## config.mk

```make
export PLATFORM = sky130hd
export DESIGN_NAME = page_wbuf
export DESIGN_NICKNAME = d
export VERILOG_FILES = /design/src/rtl/page_wbuf.sv
export SDC_FILE = /design/constraint.sdc
export NUM_CORES = 1
export LEC_CHECK = 0
export ABC_AREA = 1
export BUFFER_PORTS_ARGS = -buffer_cell sky130_fd_sc_hd__buf_2
export CAP_MARGIN = 20
export CORE_AREA = 2 2 125 127
export CTS_CLUSTER_SIZE = 28
export DETAILED_ROUTE_END_ITERATION = 10
export DIE_AREA = 0 0 127 129
export MAX_ROUTING_LAYER = met4
export PLACE_DENSITY_LB_ADDON = 0.2
export SETUP_SLACK_MARGIN = 0.02
export SYNTH_ARGS = -nofsm -noshare
export SYNTH_HDL_FRONTEND = slang
export SYNTH_SLANG_ARGS = --single-unit
```

## constraint.sdc

```tcl
create_clock -name clk -period 1.5 [get_ports clk]
set_input_delay 0.15 -clock clk [delete_from_list [all_inputs] [get_ports clk]]
set_output_delay 0.15 -clock clk [all_outputs]
set_load 0.1 [all_outputs]
```

## src/rtl/page_wbuf.sv

```systemverilog
module page_wbuf #(
  parameter int AW   = 8,
  parameter int DW   = 8,
  parameter int PB   = 4,
  parameter int WCYC = 40
) (
  input  logic          clk,
  input  logic          rst_n,
  input  logic          start_i,
  input  logic [AW-1:0] addr_i,
  input  logic [DW-1:0] data_i,
  input  logic          data_vld_i,
  input  logic          stop_i,
  input  logic          hw_wp_i,
  input  logic          sw_wp_i,
  output logic          busy_o,
  output logic          mem_we_o,
  output logic [AW-1:0] mem_addr_o,
  output logic [DW-1:0] mem_wdata_o
);
  localparam int SLOTS = 1 << PB;
  localparam int WC    = (WCYC < SLOTS) ? SLOTS : WCYC;
  localparam int CW    = $clog2(WC + 1);

  logic [DW-1:0]    pbuf [SLOTS];
  logic [SLOTS-1:0] vmask;
  logic [AW-PB-1:0] page_q;
  logic [PB-1:0]    ptr_q, scan_idx;
  logic             busy_q, prot_q, scan_q;
  logic [CW-1:0]    cnt_q;

  wire take_start = start_i & ~busy_q;
  wire take_data  = data_vld_i & ~busy_q & ~start_i;
  wire commit     = stop_i & ~busy_q & ~start_i & ~data_vld_i & (|vmask);

  always_ff @(posedge clk) begin
    if (take_data) pbuf[ptr_q] <= data_i;
  end

  always_ff @(posedge clk or negedge rst_n) begin
    if (!rst_n) begin
      vmask    <= '0;
      page_q   <= '0;
      ptr_q    <= '0;
      busy_q   <= 1'b0;
      prot_q   <= 1'b0;
      scan_q   <= 1'b0;
      scan_idx <= '0;
      cnt_q    <= '0;
    end else if (busy_q) begin
      if (scan_q) begin
        scan_idx <= scan_idx + 1'b1;
        if (scan_idx == PB'(SLOTS - 1)) scan_q <= 1'b0;
      end
      if (cnt_q == '0) begin
        busy_q <= 1'b0;
        vmask  <= '0;
      end else begin
        cnt_q <= cnt_q - 1'b1;
      end
    end else if (take_start) begin
      page_q <= addr_i[AW-1:PB];
      ptr_q  <= addr_i[PB-1:0];
      vmask  <= '0;
    end else if (take_data) begin
      vmask[ptr_q] <= 1'b1;
      ptr_q        <= ptr_q + 1'b1;
    end else if (commit) begin
      busy_q   <= 1'b1;
      cnt_q    <= CW'(WC - 1);
      prot_q   <= hw_wp_i | sw_wp_i;
      scan_q   <= 1'b1;
      scan_idx <= '0;
    end
  end

  assign busy_o      = busy_q;
  assign mem_we_o    = scan_q & vmask[scan_idx] & ~prot_q;
  assign mem_addr_o  = {page_q, scan_idx};
  assign mem_wdata_o = pbuf[scan_idx];

  logic [CW-1:0] bchk;
  always_ff @(posedge clk or negedge rst_n) begin
    if (!rst_n)       bchk <= '0;
    else if (!busy_o) bchk <= '0;
    else              bchk <= bchk + 1'b1;
  end

  a_r5_write_in_busy: assert property (@(posedge clk) disable iff (!rst_n)
    mem_we_o |-> busy_o);
  a_r3_ptr_step: assert property (@(posedge clk) disable iff (!rst_n)
    (data_vld_i && !start_i && !busy_o) |=> (ptr_q == $past(ptr_q) + PB'(1)) && $stable(page_q));
  a_r7_busy_opens: assert property (@(posedge clk) disable iff (!rst_n)
    (stop_i && !start_i && !data_vld_i && !busy_o && (|vmask)) |=> busy_o);
  a_r9_empty_stop: assert property (@(posedge clk) disable iff (!rst_n)
    (stop_i && !busy_o && (vmask == '0)) |=> !busy_o);
  a_r7_busy_len: assert property (@(posedge clk) disable iff (!rst_n)
    $fell(busy_o) |-> (bchk == CW'(WC)));
  a_r10_idle_after: assert property (@(posedge clk) disable iff (!rst_n)
    $fell(busy_o) |-> (vmask == '0));
endmodule

```

**Word-level counts from Yosys, hierarchy flattened**

Memory sizes are Yosys's and may differ from the RTL's.
Cells that the tools add are included.

- Register bits after elaboration: 37
- Memory bits (writable): 128
- Input port bits: 23
- Output and inout port bits: 18
- Word-level logic and storage cells: 84
- Memories: 1

- Add/subtract/negate cells: 3
- Order comparisons: 3
- Equality and inequality tests: 6
- Mux-type cells: 33
- Bitwise operators: 17
- Reduce and logical (&&, ||, !) cells: 13

Memories:

| name | depth | width | read ports | clocked after memory_dff | wr ports | line | text |
|---|---|---|---|---|---|---|---|
| pbuf | 16 | 8 | 1 | 0 | 1 | 25 | `logic [DW-1:0] pbuf [SLOTS];` |

Operators by type and width:

| operator | number |
|---|---|
| 16-bit two-way mux | 4 |
| 6-bit two-way mux | 5 |
| 4-bit two-way mux | 7 |
| 16-bit OR | 1 |
| 16-bit OR reduction | 1 |
| 1-bit two-way mux | 15 |
| 4-bit AND reduction | 3 |
| 4-bit by 5-bit less-than comparator with 1-bit output (second input constant) | 2 |
| 1-bit bitwise AND | 9 |
| 4-bit by 1-bit adder with 4-bit output (second input constant) | 2 |
| 6-bit zero test | 1 |
| 2-bit inequality test (second input constant) | 3 |
| 1-bit inverter | 6 |
| 2-bit AND reduction | 3 |
| 6-bit by 1-bit subtractor with 6-bit output (second input constant) | 1 |
| 1-bit binary-select mux with 4-bit select | 1 |
| 1-bit demux with 4-bit select | 1 |
| 4-bit equality test (second input constant) | 1 |
| 4-bit by 1-bit >= comparator with 1-bit output (second input constant) | 1 |
| 2-bit by 1-bit inequality test with 1-bit output (second input constant) | 2 |
| 2-bit nonzero test | 2 |
| 3-bit AND reduction | 1 |
| 3-bit nonzero test | 1 |
| 1-bit logical AND | 1 |
| 1-bit OR | 1 |

**Longest topological paths before layout**

- Word-level depth: 9
- Mapped depth: 9
- Gate-level depth less buffers: 8

**Least setup slack after synthesis**

OpenSTA, ideal clock, no wires.

- Path kind: reg2out
- From: reg scan_idx[0]
- To: out mem_we_o
- Arrival: 3.176 ns
- Data required time: 1.350 ns
- Path slack: -1.826 ns
- Cell stages (with the launch flop): 9
- Buffers on the path: 2
- Cell sequence: dfrtp_1 inv_1 buf_4 buf_2 nand2_1 nand3_1 nand3_1 nand3_1 a21oi_1

- Cells in the longest elaborated chain, start to end: 4

RTL lines:

| element | line | text |
|---|---|---|
| start: declaration | 28 | `logic [PB-1:0] ptr_q, scan_idx;` |
| start signal: assignment | 52 | `scan_idx <= scan_idx + 1'b1;` |
| 1-bit binary-select mux with 4-bit select | 78 | `assign mem_we_o = scan_q & vmask[scan_idx] & ~prot_q;` |
| 1-bit two-way mux (implied by the code) | 78 |  |
| 1-bit bitwise AND (2 in a row) | 78 |  |
| end: declaration | 17 | `output logic mem_we_o,` |

No other way between the ends. The select of a mux whose other input is x is not followed.

**Final worst setup path**

Ends and elaborated chain as after synthesis.

==> metrics.md <==
| Metric | Value |
|---|---|
| Clock latency on the worst-skew pair | `0.42 ns` |
| Pre-CTS setup slack | `-0.350 ns` |
| Drt wl/cell | `18.5 um` |
| Yosys cell types | `32` |
| Endpoint, Worst Hold | `ptr_q[1]$_DFFE_PN0P_` |
| Diode count | `0` |
| Synth Area in Compound Gates | `8.51%` |
| Clock skew | `0.00656 ns` |
| Post-synthesis xor/xnor area fraction | `0.596%` |
| Post-Route Utilization | `68.2%` |
| Die W | `127 um` |
| Clock-pin slew of the registers on the worst-case setup and hold paths | `0.06 ns` |
| DR iter-0 viols | `487` |
| Simple-gate portion of the synthesized area | `19.8%` |
| Detailed-route via count | `5715` |
| CP Capture Type | `primary output` |
| Rows | `45` |
| Syn Area/Cell | `10.4 um^2` |
| Fmax | `454 MHz` |
| Crit Path Class | `flop to primary output` |
| Worst setup SP type | `flop` |
| Initial Util | `49.1%` |
| Antenna violations before repair | `0` |
| Post-Synth Adder-Cell Area | `1.19%` |
| Root buf cell | `clkbuf_16` |
| Die ar. | `16400 um^2` |
| Gpl congestion | `0.914` |
| Sequential fraction of the synthesis area | `64.9%` |
| Mapped Cells | `708` |
| Fillcell total | `1090` |
| Normalized max-slew margin | `67.5%` |
| RSZ-0062 raised after global routing | `true` |
| Leakage | `3.99 nW` |
| Nets | `865` |
| Hold Path Stages | `3` |
| Total wire length | `19.2 mm` |
| Syn. warnings | `0` |
| Worst-Margin Slew | `0.490 ns` |
| Routed vias/inst | `5.52` |
| Register bit total from synthesis | `165` |
| I/O Buffers | `40` |
| Placed cell areas | `8720 um^2` |
| R2r startpoint | `ptr_q[0]$_DFFE_PN0P_` |
| Core Footprint | `15000 um^2` |
| Initial DRT Pass Iterations | `4` |
| Slew Limit Fails | `0` |
| Sink Count | `165` |
| WP data required | `1.35 ns` |
| Tightest Hold Check Type | `input port to flop` |
| Setup WS post-layout | `-0.704 ns` |
| Vias in the first global route | `5524` |
| First-pass GRT wire length | `28.7 mm` |
| Worst Reg2Reg Path Length in Cells | `4` |
| IO Count | `41` |
| CTS Buf Count | `17` |
| Post-Syn Nets | `738` |
| Max-Cap Viols | `0` |
| Residual DRC count | `0` |
| CTS H-Tree Depth | `4` |
| Design area | `10200 um^2` |
| Capturing point of the worst reg2reg path | `pbuf[6][6]$_DFFE_PP_` |
| Post-DP HPWL | `12.2 mm` |
| CP Max Fanout | `8` |
| GRT overflow | `0` |
| Largest net degree at the start of global routing | `39` |
| Longest Clk Path Bufs | `2` |
| Largest family of logic cells by synthesized area | `simple AND/OR/NAND/NOR gates` |
| Final setup fails | `26` |
| Die Ht | `129 um` |
| Period utilization | `147%` |
| Area grow syn2layout | `38.9%` |
| Post-DRT Antenna Nets | `0` |
| Power Density | `2220 nW/um^2` |
| Fin crit period | `2.20 ns` |
| TritonCTS clock tree | `yes` |
| Peak VDD IR | `0.00203 V` |
| Arr. time, crit path | `2.05 ns` |
| Tot GR Track Use | `24.0%` |
| Status | `finished with violations` |
| Mux contribution to synthesized area | `0%` |
| Reg2reg setup slack | `-0.01 ns` |
| Worst hold start | `addr_i[1]` |
| Area of the mapped netlist | `7350 um^2` |
| Final hold vios | `0` |
| Failing checks | `negative setup slack` |
| Layout cells sized above 1 | `35.8%` |
worst max path at each step:
stage	endpoint	start	slack [ns]	cells after the start
6_report	mem_we_o	scan_idx[0]$_DFFE_PN0P_	-0.70	9
5_1_grt	mem_we_o	scan_idx[0]$_DFFE_PN0P_	-0.77	9
4_1_cts	mem_wdata_o[1]	scan_idx[0]$_DFFE_PN0P_	-0.67	6
3_5_place_dp	mem_wdata_o[4]	scan_idx[0]$_DFFE_PN0P_	-0.35	8
3_3_place_gp	mem_wdata_o[4]	scan_idx[0]$_DFFE_PN0P_	-0.31	8
2_1_floorplan	mem_we_o	scan_idx[0]$_DFFE_PN0P_	-0.46	8
final cells by class:
class	instances	area (um^2)	area share, %
Inverter	35	161	1.58
Tap cell	188	235	2.30
Clock buffer	19	433	4.24
Clock inverter	13	67.6	0.662
Sequential cell	165	4790	46.9
Timing Repair Buffer	143	1630	15.9
Multi-Input combinational cell	473	2890	28.3
placed cells by master (no fill, tap or decap), drive strengths merged, types with 2 or more instances in the layout:
cell	instances
nand2	196
buf	131
edfxtp	128
nand3	77
nor2	72
o21ai	65
dfrtp	37
inv	34
clkbuf	25
a21oi	21
clkinv	11
o22ai	10
o211ai	7
a31oi	7
ha	7
dlygate4sd3	6
xor2	3
clkinvlp	3
xnor2	2
o31ai	2
critical path, stage by stage, from the launching register on:
cell and delay [ns]:
dfrtp_4 0.49, clkinv_8 0.10, clkbuf_16 0.16, clkbuf_16 0.16
nand2_1 0.05, nand3_1 0.08, nand3_2 0.08, nand3_2 0.09
a21oi_4 0.21, buf_12 0.20
report_power, final:
part	total, W	internal [W]	switching (W)
Clock	0.00373	0.00207	0.00167
Sequential	0.00591	0.00545	0.000452
Combinational	0.0131	0.00496	0.00810
Total	0.0227	0.0125	0.0102
registers in the layout, indices dropped and copies added (netlist names):
signal	flops
pbuf	128
vmask	16
cnt_q	6
ptr_q	4
prot_q	1
scan_idx	4
scan_q	1
busy_o	1
page_q	4
cells by family (layout without fill, tap and decap cells):
| logic type | after synthesis | count (layout) |
|---|---|---|
| AO/OA/AOI/OAI | 113 | 113 |
| XOR/XNOR | 5 | 5 |
| adder cells (fa/ha/maj) | 7 | 7 |
| buffers and inverters | 71 | 210 |
| flip-flops | 165 | 165 |
| AND/OR/NAND/NOR | 347 | 348 |
synthesized netlist by cell type:
| master | number | area, um^2 |
|---|---|---|
| buf_6 | 8 | 90.1 |
| nand2_2 | 1 | 6.26 |
| nand4_1 | 1 | 6.26 |
| xor2_1 | 3 | 26.3 |
| inv_1 | 29 | 109 |
| xnor2_1 | 2 | 17.5 |
| o21ai_0 | 59 | 295 |
| a22oi_1 | 1 | 7.51 |
| o31ai_1 | 1 | 7.51 |
| o22ai_1 | 10 | 62.6 |
| nor2_4 | 1 | 11.3 |
| dfrtp_1 | 37 | 926 |
| buf_2 | 14 | 70.1 |
| a21oi_1 | 21 | 105 |
| nand3_1 | 76 | 380 |
| clkbuf_1 | 8 | 30.0 |
| nand2_4 | 3 | 33.8 |
| ha_1 | 7 | 87.6 |
| nor2_1 | 68 | 255 |
| o211ai_1 | 7 | 52.6 |
| or2_2 | 1 | 6.26 |
| and3_4 | 1 | 11.3 |
| buf_4 | 6 | 45.0 |
| a31oi_1 | 7 | 43.8 |
| inv_2 | 5 | 18.8 |
| nor2_2 | 3 | 18.8 |
| o31ai_4 | 1 | 21.3 |
| nand3_2 | 1 | 10.0 |
| nand2_1 | 191 | 717 |
| inv_4 | 1 | 6.26 |
| o21ai_1 | 6 | 30.0 |
| edfxtp_1 | 128 | 3840 |
what timing repair did:
| item | CTS | global route |
|---|---|---|
| pin swaps | 17 | 31 |
| gates cloned | 1 | 8 |
| buffers inserted | 10 | 17 |
| resized for setup | 66 | 73 |
| hold buffers | 6 | 0 |
| hold endpoints to repair | 42 | 0 |
| endpoints found under the setup margin | 148 | 151 |
through the flow:
stage,power (W),setup TNS [ns],hold slack [ns],std cells
floorplan,0.0133,-14.43,-0.146,708
global placement,0.0165,-5.47,0.0934,962
detailed placement,0.0167,-7.83,0.0969,962
CTS,0.0213,-6.25,0.00463,1011
global route,0.0237,-7.41,0.0227,1036
finish,0.0227,-6.04,0.0182,1036
layer usage:
metal | global-route usage [%] | share of wire [%] | up-vias
li1 | - | - | 2691
met1 | 27.3 | 40 | 2818
met2 | 42.1 | 53 | 162
met3 | 5.32 | 4.7 | 44
met4 | 8.40 | 2.4 | 0
met5 | - | 0 | -
Note: power is estimated with default switching activity, not from simulation.
